<file path="src/rtl/dual_tmr_pkg.sv">
// Package: shared constants and field-position helpers for the dual timer.
// Assumes a 32-bit data path; bit positions below are fixed by the map.
package dual_tmr_pkg;

    localparam int NCH  = 2;
    localparam int PS_W = 3;
    localparam int DW   = 32;

    localparam logic [7:0] OFS_CTRL = 8'h00;
    localparam logic [7:0] OFS_STAT = 8'h04;

    // Reload register byte offset of a channel
    function automatic logic [7:0] ofs_reload(input int ch);
        return 8'h10 + 8'(8 * ch);
    endfunction

    // Value register byte offset of a channel
    function automatic logic [7:0] ofs_value(input int ch);
        return 8'h14 + 8'(8 * ch);
    endfunction

    function automatic int en_bit(input int ch);
        return 2 * ch;
    endfunction

    function automatic int rl_bit(input int ch);
        return 2 * ch + 1;
    endfunction

    function automatic int rsel_bit(input int ch);
        return 11 + ch;
    endfunction

    function automatic int ps_lsb(input int ch);
        return 19 + PS_W * ch;
    endfunction

    function automatic int stat_bit(input int ch);
        return 8 * ch;
    endfunction

endpackage

</file>
<file path="src/rtl/tmr_prescaler.sv">
// Module: power-of-two divider producing a one-cycle tick every 2^sel cycles.
// Assumes sel is stable except when restart is pulsed alongside its change.
module tmr_prescaler #(
    parameter int PS_W = 3
) (
    input  logic            clk,
    input  logic            rst_n,
    input  logic            restart,
    input  logic [PS_W-1:0] sel,
    output logic            tick
);
    localparam int CNT_W = (1 << PS_W) - 1;

    logic [CNT_W-1:0] cnt_q;
    logic [CNT_W-1:0] limit;

    // Terminal count for the selected ratio
    always_comb begin
        limit = (CNT_W'(1) << sel) - CNT_W'(1);
        tick  = (cnt_q >= limit);
    end

    // Free-running cycle count, cleared on restart or terminal count
    always_ff @(posedge clk) begin
        if (!rst_n) begin
            cnt_q <= '0;
        end else if (restart || tick) begin
            cnt_q <= '0;
        end else begin
            cnt_q <= cnt_q + CNT_W'(1);
        end
    end

endmodule

</file>
<file path="src/rtl/tmr_channel.sv">
// Module: one down-counter with reload; flags expiry when ticked at zero.
// Assumes tick is a single-cycle enable; a value write overrides the tick.
module tmr_channel #(
    parameter int DW = 32
) (
    input  logic          clk,
    input  logic          rst_n,
    input  logic          enable,
    input  logic          reload_en,
    input  logic          tick,
    input  logic          val_wr,
    input  logic [DW-1:0] val_wdata,
    input  logic [DW-1:0] reload_val,
    output logic [DW-1:0] value,
    output logic          expire
);
    logic [DW-1:0] value_q;

    // Expiry: an accepted tick while the count sits at zero
    assign expire = enable && tick && !val_wr && (value_q == '0);
    assign value  = value_q;

    // Count register: write, then reload/hold at zero, then decrement
    always_ff @(posedge clk) begin
        if (!rst_n) begin
            value_q <= '0;
        end else if (val_wr) begin
            value_q <= val_wdata;
        end else if (enable && tick) begin
            if (value_q == '0) begin
                if (reload_en) begin
                    value_q <= reload_val;
                end
            end else begin
                value_q <= value_q - DW'(1);
            end
        end
    end

endmodule

</file>
<file path="src/rtl/dual_dn_timer.sv">
// Module: dual down-counting timer top; register file, tick selection,
// status latching and interrupt registers around two channel instances.
// Assumes ref_tick is already synchronous to clk; 32-bit data path.
module dual_dn_timer #(
    parameter int ADDR_W = 8
) (
    input  logic              clk,
    input  logic              rst_n,
    input  logic              ref_tick,
    input  logic [ADDR_W-1:0] bus_addr,
    input  logic              bus_wr,
    input  logic [31:0]       bus_wdata,
    input  logic              bus_rd,
    output logic [31:0]       bus_rdata,
    output logic [1:0]        irq
);
    import dual_tmr_pkg::*;

    logic            en_q    [NCH];
    logic            rl_q    [NCH];
    logic            rsel_q  [NCH];
    logic [PS_W-1:0] ps_q    [NCH];
    logic [DW-1:0]   rld_q   [NCH];
    logic [DW-1:0]   val_q   [NCH];
    logic            expire  [NCH];
    logic            tick_sel[NCH];
    logic            pre_tick[NCH];
    logic            ps_rst  [NCH];
    logic            val_wr  [NCH];
    logic            rld_wr  [NCH];
    logic            stat_q  [NCH];
    logic            ctrl_wr;
    logic            stat_wr;
    logic [DW-1:0]   ctrl_view;

    // Address decode for writes
    always_comb begin
        ctrl_wr = bus_wr && (bus_addr == ADDR_W'(OFS_CTRL));
        stat_wr = bus_wr && (bus_addr == ADDR_W'(OFS_STAT));
        for (int c = 0; c < NCH; c++) begin
            val_wr[c] = bus_wr && (bus_addr == ADDR_W'(ofs_value(c)));
            rld_wr[c] = bus_wr && (bus_addr == ADDR_W'(ofs_reload(c)));
            ps_rst[c] = ctrl_wr && (bus_wdata[ps_lsb(c) +: PS_W] != ps_q[c]);
        end
    end

    // Per-channel prescaler, tick selection and counter
    for (genvar g = 0; g < NCH; g++) begin : g_ch
        tmr_prescaler #(.PS_W(PS_W)) u_pre (
            .clk    (clk),
            .rst_n  (rst_n),
            .restart(ps_rst[g]),
            .sel    (ps_q[g]),
            .tick   (pre_tick[g])
        );

        assign tick_sel[g] = rsel_q[g] ? ref_tick : pre_tick[g];

        tmr_channel #(.DW(DW)) u_cnt (
            .clk       (clk),
            .rst_n     (rst_n),
            .enable    (en_q[g]),
            .reload_en (rl_q[g]),
            .tick      (tick_sel[g]),
            .val_wr    (val_wr[g]),
            .val_wdata (bus_wdata),
            .reload_val(rld_q[g]),
            .value     (val_q[g]),
            .expire    (expire[g])
        );
    end

    // Control fields; a one-shot expiry drops its own enable unless written
    always_ff @(posedge clk) begin
        for (int c = 0; c < NCH; c++) begin
            if (!rst_n) begin
                en_q[c]   <= 1'b0;
                rl_q[c]   <= 1'b0;
                rsel_q[c] <= 1'b0;
                ps_q[c]   <= '0;
            end else if (ctrl_wr) begin
                en_q[c]   <= bus_wdata[en_bit(c)];
                rl_q[c]   <= bus_wdata[rl_bit(c)];
                rsel_q[c] <= bus_wdata[rsel_bit(c)];
                ps_q[c]   <= bus_wdata[ps_lsb(c) +: PS_W];
            end else if (expire[c] && !rl_q[c]) begin
                en_q[c]   <= 1'b0;
            end
        end
    end

    // Reload registers
    always_ff @(posedge clk) begin
        for (int c = 0; c < NCH; c++) begin
            if (!rst_n) begin
                rld_q[c] <= '0;
            end else if (rld_wr[c]) begin
                rld_q[c] <= bus_wdata;
            end
        end
    end

    // Event status: set by expiry, cleared by a written zero, set wins
    always_ff @(posedge clk) begin
        for (int c = 0; c < NCH; c++) begin
            if (!rst_n) begin
                stat_q[c] <= 1'b0;
            end else if (expire[c]) begin
                stat_q[c] <= 1'b1;
            end else if (stat_wr && !bus_wdata[stat_bit(c)]) begin
                stat_q[c] <= 1'b0;
            end
        end
    end

    // Interrupt lines: one-cycle registered copy of status
    always_ff @(posedge clk) begin
        for (int c = 0; c < NCH; c++) begin
            if (!rst_n) begin
                irq[c] <= 1'b0;
            end else begin
                irq[c] <= stat_q[c];
            end
        end
    end

    // Control register as seen by software
    always_comb begin
        ctrl_view = '0;
        for (int c = 0; c < NCH; c++) begin
            ctrl_view[en_bit(c)]            = en_q[c];
            ctrl_view[rl_bit(c)]            = rl_q[c];
            ctrl_view[rsel_bit(c)]          = rsel_q[c];
            ctrl_view[ps_lsb(c) +: PS_W]    = ps_q[c];
        end
    end

    // Read mux; zero when idle or unmapped
    always_comb begin
        bus_rdata = '0;
        if (bus_rd) begin
            if (bus_addr == ADDR_W'(OFS_CTRL)) begin
                bus_rdata = ctrl_view;
            end
            if (bus_addr == ADDR_W'(OFS_STAT)) begin
                for (int c = 0; c < NCH; c++) begin
                    bus_rdata[stat_bit(c)] = stat_q[c];
                end
            end
            for (int c = 0; c < NCH; c++) begin
                if (bus_addr == ADDR_W'(ofs_reload(c))) bus_rdata = rld_q[c];
                if (bus_addr == ADDR_W'(ofs_value(c)))  bus_rdata = val_q[c];
            end
        end
    end

endmodule

</file>
<file path="config.mk">
export PLATFORM = sky130hd
export DESIGN_NAME = dual_dn_timer
export DESIGN_NICKNAME = d
export VERILOG_FILES = /design/src/rtl/dual_tmr_pkg.sv /design/src/rtl/tmr_prescaler.sv /design/src/rtl/tmr_channel.sv /design/src/rtl/dual_dn_timer.sv
export SDC_FILE = /design/constraint.sdc
export NUM_CORES = 1
export LEC_CHECK = 0
export CELL_PAD_IN_SITES_DETAIL_PLACEMENT = 0
export CELL_PAD_IN_SITES_GLOBAL_PLACEMENT = 1
export CORE_MARGIN = 5
export CORE_UTILIZATION = 50
export CTS_CLUSTER_DIAMETER = 100
export DETAILED_ROUTE_END_ITERATION = 10
export PLACE_DENSITY_LB_ADDON = 0.1
export SLEW_MARGIN = 5
export SYNTH_ARGS = -nofsm -noshare
export SYNTH_HDL_FRONTEND = slang
export SYNTH_HIERARCHICAL = 1
export SYNTH_SLANG_ARGS = --single-unit
</file>
<file path="constraint.sdc">
create_clock -name clk -period 11.7 [get_ports clk]
set_input_delay 2.925 -clock clk [delete_from_list [all_inputs] [get_ports clk]]
set_output_delay 2.925 -clock clk [all_outputs]
set_load 0.02 [all_outputs]
</file>
==> results of run 1 <==
[cells by family (layout without fill, tap and decap cells)]
kind of cell / Yosys count / in the layout / share of synthesized area [%]
muxes: 50 / 50 / 4.740
AOI/OAI and AO/OA: 317 / 317 / 21.02
adders and majority gates: 22 / 22 / 2.550
and+or+nand+nor: 513 / 513 / 26.40
DFF: 158 / 158 / 36.16
xor gates and xnor gates: 53 / 53 / 4.299
buffers and inverters: 120 / 161 / 4.833
[cell type report]
cell class	count	area (um2)	share of cell area [%]
Sequential cell	158	3904	31.74
Tap cell	275	344.1	2.798
Timing Repair Buffer	99	933.4	7.589
Clock buffer	17	425.4	3.459
Multi-Input combinational cell	955	6405	52.08
Clock inverter	15	175.2	1.424
Inverter	30	112.6	0.9156
[critical path, stage by stage]
cell and delay, ns:
sky130_fd_sc_hd__clkdlybuf4s50_1 1.02, sky130_fd_sc_hd__nor4b_4 0.32, sky130_fd_sc_hd__buf_4 0.30, sky130_fd_sc_hd__nand3_2 0.63, sky130_fd_sc_hd__o21ai_0 0.41, sky130_fd_sc_hd__a21oi_1 0.13, sky130_fd_sc_hd__clkdlybuf4s50_1 0.56
[cell usage after synthesis, types with 6 or more instances]
cell type                   count  area share [%]
sky130_fd_sc_hd__a211o_1        6            0.49
sky130_fd_sc_hd__a211oi_1      16             1.1
sky130_fd_sc_hd__a21oi_1       42             1.9
sky130_fd_sc_hd__a22oi_1       17             1.2
sky130_fd_sc_hd__a31oi_1       13            0.75
sky130_fd_sc_hd__and2_1        83             4.8
sky130_fd_sc_hd__and3_1        11            0.64
sky130_fd_sc_hd__buf_2         10            0.46
sky130_fd_sc_hd__clkbuf_1      60             2.1
sky130_fd_sc_hd__clkbuf_2       8            0.37
sky130_fd_sc_hd__dfxtp_1       84              16
sky130_fd_sc_hd__edfxtp_1      74              21
sky130_fd_sc_hd__ha_1          22             2.5
sky130_fd_sc_hd__inv_1         27            0.94
sky130_fd_sc_hd__mux2_2         9            0.94
sky130_fd_sc_hd__mux2i_1       41             3.8
sky130_fd_sc_hd__nand2_1       90             3.1
sky130_fd_sc_hd__nand2b_1      11            0.64
sky130_fd_sc_hd__nand3_1       30             1.4
sky130_fd_sc_hd__nand4_1       17            0.99
sky130_fd_sc_hd__nor2_1       105             3.7
sky130_fd_sc_hd__nor3_1        47             2.2
sky130_fd_sc_hd__nor4_1        41             2.4
sky130_fd_sc_hd__o211a_1        6            0.56
sky130_fd_sc_hd__o211ai_1      11            0.76
sky130_fd_sc_hd__o21ai_0       65             3.0
sky130_fd_sc_hd__o22ai_1       18             1.0
sky130_fd_sc_hd__o2bb2ai_1     14             1.1
sky130_fd_sc_hd__o31a_1        14             1.1
sky130_fd_sc_hd__o31ai_1       15             1.0
sky130_fd_sc_hd__o32a_1         8            0.74
sky130_fd_sc_hd__o32ai_1       16             1.3
sky130_fd_sc_hd__or2_2          6            0.35
sky130_fd_sc_hd__or3_1         15            0.87
sky130_fd_sc_hd__or4_1         12            0.83
sky130_fd_sc_hd__xnor2_1       35             2.8
sky130_fd_sc_hd__xor2_1        18             1.5
[stage by stage]
step	instances	cell area (um2)	total power [uW]	util (%)	setup WS (ns)
after global routing	1549	12300	1671	58.14	2.342
after floorplan	1233	10800	916.2	-	4.373
after detailed placement	1517	11690	1027	55.28	2.076
after global placement	1517	11690	1024	55.28	2.107
final	1549	12300	1604	58.14	2.476
after CTS	1549	12290	1601	58.12	2.074
[report_power, final]
group	switching (uW)	internal (uW)	leakage, uW	total, uW
Combinational	242	145	0.00284	387
Sequential	35.7	602	0.00138	638
Clock	256	323	0.000298	579
Total	534	1070	0.00452	1600
[metal layers]
layer  routed length (um)  share of wire (%)  GRT usage, %  up-vias
met4                 1653                4.1         11.57        0
met2                18190                 45         51.31      630
met5                    0                  0             0        -
met1                16290                 41         43.66     4990
li1                     -                  -             -     4725
met3                 3875                9.7         5.527      104
[registers in the layout, indices dropped and copies added, names as in the netlist]
name,flops
g_ch.u_pre/cnt_q,14
en_q,2
rld_q,64
ps_q,6
rsel_q,2
stat_q,2
irq,2
rl_q,2
g_ch.u_cnt/value,64
[path summary, 6_finish.rpt]
| kind | end | slack (ns) |
|---|---|---|
| setup / recovery | bus_rdata[31] | 2.48 |
| hold / removal | g_ch[0].u_pre/cnt_q[0]$_SDFF_PP0_ | 0.48 |
| setup reg to reg | g_ch[1].u_cnt/value[20]$_SDFFE_PN0P_ | 6.66 |
| hold reg to reg | g_ch[0].u_pre/cnt_q[0]$_SDFF_PP0_ | 0.48 |
==> impl_metrics.yaml, run 1 <==
worst_setup_path:
  cp.required_ns: 8.78
  cp-start-kind: "input pin"
  ff2ff_path_depth: 14
  worstSetupPathType: "in -> out"
  worst_setup_path_startpoint: "bus_addr[4]"
  critPathCaptureType: "output pin"
  arrival_ns: 6.30
  path_max_fanout: 32
  r2r-start: "ps_q[1][1]$_SDFFCE_PN0P_"
timing:
  slew_violations: 0
  worst_slew_margin_rel_pct: 18.17
  hold_viol: 0
  achievable-frequency_mhz: 108.4
  timing.final.setup_violations: 0
  timing.clock.skew_ns: 0.01009
  min_period_ns: 9.224
  rsz0062_at_grt: "no"
  timing_worst_slew_pin_value_ns: 1.218
  whs_ns: 0.4784
  tns_ns: 0
  post-route-period-util_pct: 78.84
cts:
  ctsResizeCount: 0
  cts-hold-fix-buffers: 0
  cts-root-buf: "sky130_fd_sc_hd__clkbuf_16"
  cts_htree_levels: 4
  clk_transition_reported_paths_ns: 0.06
  clk_path_buf_depth: 2
  clock_latency_ns: 0.43
  cts_setup_buffers: 0
  sinks_on_the_clock_net: 158
  number_of_clock_buffers_inserted_by_tritoncts: 17
  cts_tree: "built"
yosys:
  postSynthNetCount: 1300
  synth-edff-count: 74
  yosysUniqueCellTypes: 85
  synthCells: 1233
  synth_seq_area_share_pct: 36.16
  ys.warnings.count: 6
  ys_dominant_reg_cell: "sky130_fd_sc_hd__dfxtp_1"
  ys_ff_latch: 158
  post_synth_instance_area_um2: 10800
  postSynth.asyncResetShare_pct: 0
  post_synth.cell_area_avg_um2: 8.756
place:
  gp_congestion: 0.9466
  hpwlAfterDp_mm: 28.60
  numPortBuffers: 78
global_routing:
  vias_in_the_first_global_route: 9615
  antenna_violations_before_repair: 0
  wire_length_of_the_first_global_routing_pass_mm: 59.80
  pin_count_of_the_biggest_net_entering_global_routing: 56
  grt_remaining_overflow: 0
  grt_use_total_pct: 31.99
detailed_routing:
  dr.first_iter.drc_count: 1271
  vias: 10449
  drc: 0
  wire_per_inst_um: 25.83
  wirelength_mm: 40.01
  drtPass1Iterations: 6
  route.detailed.vias_per_inst: 6.746
  postRouteAntennaNets: 0
min_path:
  min_delay_path_depth: 1
  min_path_type: "reg -> reg"
  hold_path.startpoint: "g_ch[0].u_pre/cnt_q[0]$_SDFF_PP0_"
pwr:
  power.leakage_uw: 0.004524
  power.ir.vdd_worst_mv: 0.09232
  power_density_over_the_cells_nw_per_um2: 130.4
final_layout:
  drive_gt1_share_pct: 8.399
  final_net_count: 1328
  fill_cells: 1931
  antenna_cells: 0
  layout_commonest_cell: "sky130_fd_sc_hd__nor2_1"
  leading_cell_types_in_the_layout_fill_and_taps_excluded: "sky130_fd_sc_hd__nor2_1 (103), sky130_fd_sc_hd__nand2_1 (90), sky130_fd_sc_hd__dfxtp_1 (84)"
  syn_to_final_growth_pct: 13.92
floorplanning:
  core.rowCount: 53
  design.portCount: 79
  initial_utilization_pct: 51.04
  floorplan.die.height_um: 156.9
  die_w_um: 156.9
  die_area_um2: 24630
  fp.coreArea_um2: 21150
flow_run:
  max_cap_violations: 0
outcome:
  run_status: "complete, no violations"
Power figures use the tool's default switching activity.
==> run 2: changes to the inputs <==
- CORE_UTILIZATION: 50 -> 42
- clock period: 11.7 -> 8.45 ns (I/O delays scaled with it)
==> run 2 against run 1 <==
Compared with the run above: combinational power increased by 39%; non-clock buffer count grew 3; critical path depth grew 1; sequential power rose by 38%; count of clock-buffer cells in the layout up 1; first-iteration DRC count down 16%; via count is 0.94% lower; sequential cell count stayed put; cell count rose by 3.8%; core utilization down 9.3 points; routed wire length grew 4.2%.
==> impl_metrics.yaml, run 2 (synthesized netlist as in run 1, its figures left out) <==
floorplanning:
  floorplan.die.height_um: 170.3
  fp.coreArea_um2: 25250
  die_w_um: 170.3
  initial_utilization_pct: 42.75
  die_area_um2: 29010
  design.portCount: 79
  core.rowCount: 58
pwr:
  power.ir.vdd_worst_mv: 0.09732
  p_sw_share_pct: 34.33
  p_seq_share_pct: 40.8
  share_clk_of_total_power_pct: 34.5
  power.switching_uw: 743.5
  combPwrFrac_pct: 24.8
  power_density_over_the_cells_nw_per_um2: 175.6
  cellInternalPower_uw: 1422
  power.total_uw: 2166
  power.leakage_uw: 0.004513
detailed_routing:
  route.detailed.vias_per_inst: 6.437
  dr.first_iter.drc_count: 1068
  drtPass1Iterations: 7
  wirelength_met1_mm: 18.44
  routed-wl-met3_mm: 2.896
  maxUsedRoutingLayer: "met4"
  wirelength_mm: 41.69
  drc: 0
  wire_per_inst_um: 25.93
  postRouteAntennaNets: 0
  vias: 10351
  routed-wl-met2_mm: 19.31
timing:
  rsz0062_at_grt: "no"
  min_period_ns: 7.272
  hold_viol: 0
  post-route-period-util_pct: 86.06
  achievable-frequency_mhz: 137.5
  timing.clock.skew_ns: 0.01436
  tns_ns: 0
  timing_worst_slew_pin_value_ns: 1.157
  worst_slew_margin_rel_pct: 22.80
  timing.final.setup_violations: 0
  minimum_setup_slack_in_the_final_design_ns: 1.178
  slew_violations: 0
worst_setup_path:
  timing.reg2reg.setup_slack_ns: 3.91
  critical_path_buf_inv_count: 4
  critPathCaptureType: "output pin"
  cp.required_ns: 6.34
  path_max_fanout: 19
  cpPeakStageDelay_ns: 0.76
  critical-path-slowest-cell: "sky130_fd_sc_hd__and2_1"
  cp_cell_sequence: "clkdlybuf4s50_1, buf_4, nor4b_4, buf_4, and2_1, a22oi_1, nor2_1, clkdlybuf4s50_1"
  worstSetupPathType: "in -> out"
  critical-path-top-delay-family: "buffers and inverters"
  cp-start-kind: "input pin"
  arrival_ns: 5.16
global_routing:
  grt_remaining_overflow: 0
  vias_in_the_first_global_route: 9716
  pin_count_of_the_biggest_net_entering_global_routing: 42
  grt_use_total_pct: 28.46
  wire_length_of_the_first_global_routing_pass_mm: 62.53
  antenna_violations_before_repair: 0
final_layout:
  leading_cell_types_in_the_layout_fill_and_taps_excluded: "sky130_fd_sc_hd__nor2_1 (102), sky130_fd_sc_hd__nand2_1 (90), sky130_fd_sc_hd__dfxtp_1 (84)"
  final_net_count: 1331
  syn_to_final_growth_pct: 14.27
  seqCellArea_um2: 3904
  drive_gt1_share_pct: 8.536
  layout_commonest_cell: "sky130_fd_sc_hd__nor2_1"
  finish.instance_area_um2: 12340
  fill_cells: 2468
  multi_input_comb_area_um2: 6402
min_path:
  min_path_type: "reg -> reg"
cts:
  number_of_clock_buffers_inserted_by_tritoncts: 17
  clock_latency_ns: 0.44
  clk_path_buf_depth: 2
  cts_setup_buffers: 0
  cts-root-buf: "sky130_fd_sc_hd__clkbuf_16"
  sinks_on_the_clock_net: 158
  cts-hold-fix-buffers: 0
  clk_transition_reported_paths_ns: 0.07
  cts_htree_levels: 4
  cts_tree: "built"
  ctsResizeCount: 0
outcome:
  run_status: "complete, no violations"
place:
  hpwlAfterDp_mm: 30.13
  gp_congestion: 0.9423
  numPortBuffers: 78
  post_dp_cell_area_um2: 11790
  pre_cts_slack_ns: 1.238
flow_run:
  max_cap_violations: 0
## run 2: final cells by class
class,instances,area share [%]
multi-input cells,955,51.90
flip-flops and latches,158,31.64
repair buffers,102,7.749
clock buffers,18,3.560
well taps,330,3.347
inverters,30,0.9128
clock inverters,14,0.8722
diodes,1,0.02028
## run 2: power by group through the flow
stage / sequential [uW] / combinational [uW] / clock (uW)
after floorplan: 873 / 395 / 0
after global placement: 899 / 530 / 0
after detailed placement: 899 / 530 / 0
after CTS: 882 / 532 / 756
after global routing: 885 / 581 / 791
final: 883 / 537 / 746
## run 2: path summary, 6_finish.rpt
path | start | to | depth (start not counted)
min reg2reg | g_ch[1].u_pre/cnt_q[0]$_SDFF_PP0_ | g_ch[1].u_pre/cnt_q[0]$_SDFF_PP0_ | 1
min | g_ch[1].u_pre/cnt_q[0]$_SDFF_PP0_ | g_ch[1].u_pre/cnt_q[0]$_SDFF_PP0_ | 1
max reg2reg | ps_q[0][1]$_SDFFCE_PN0P_ | g_ch[0].u_cnt/value[22]$_SDFFE_PN0P_ | 13
max | bus_addr[4] | bus_rdata[9] | 8
## run 2: per-stage QoR
stage / hold slack [ns] / cells / utilization, %
3_3_place_gp: 0.4673 / 1575 / 46.68
3_5_place_dp: 0.4723 / 1575 / 46.68
5_1_grt: 0.5018 / 1607 / 48.84
6_report: 0.4808 / 1608 / 48.85
2_1_floorplan: 0.4372 / 1233 / -
4_1_cts: 0.4889 / 1607 / 48.84
## run 2: metal layers
layer,vias to the layer above,GRT usage (%)
met5,-,0
met4,0,8.611
met3,44,4.297
met2,455,45.79
met1,5114,39.68
li1,4738,-
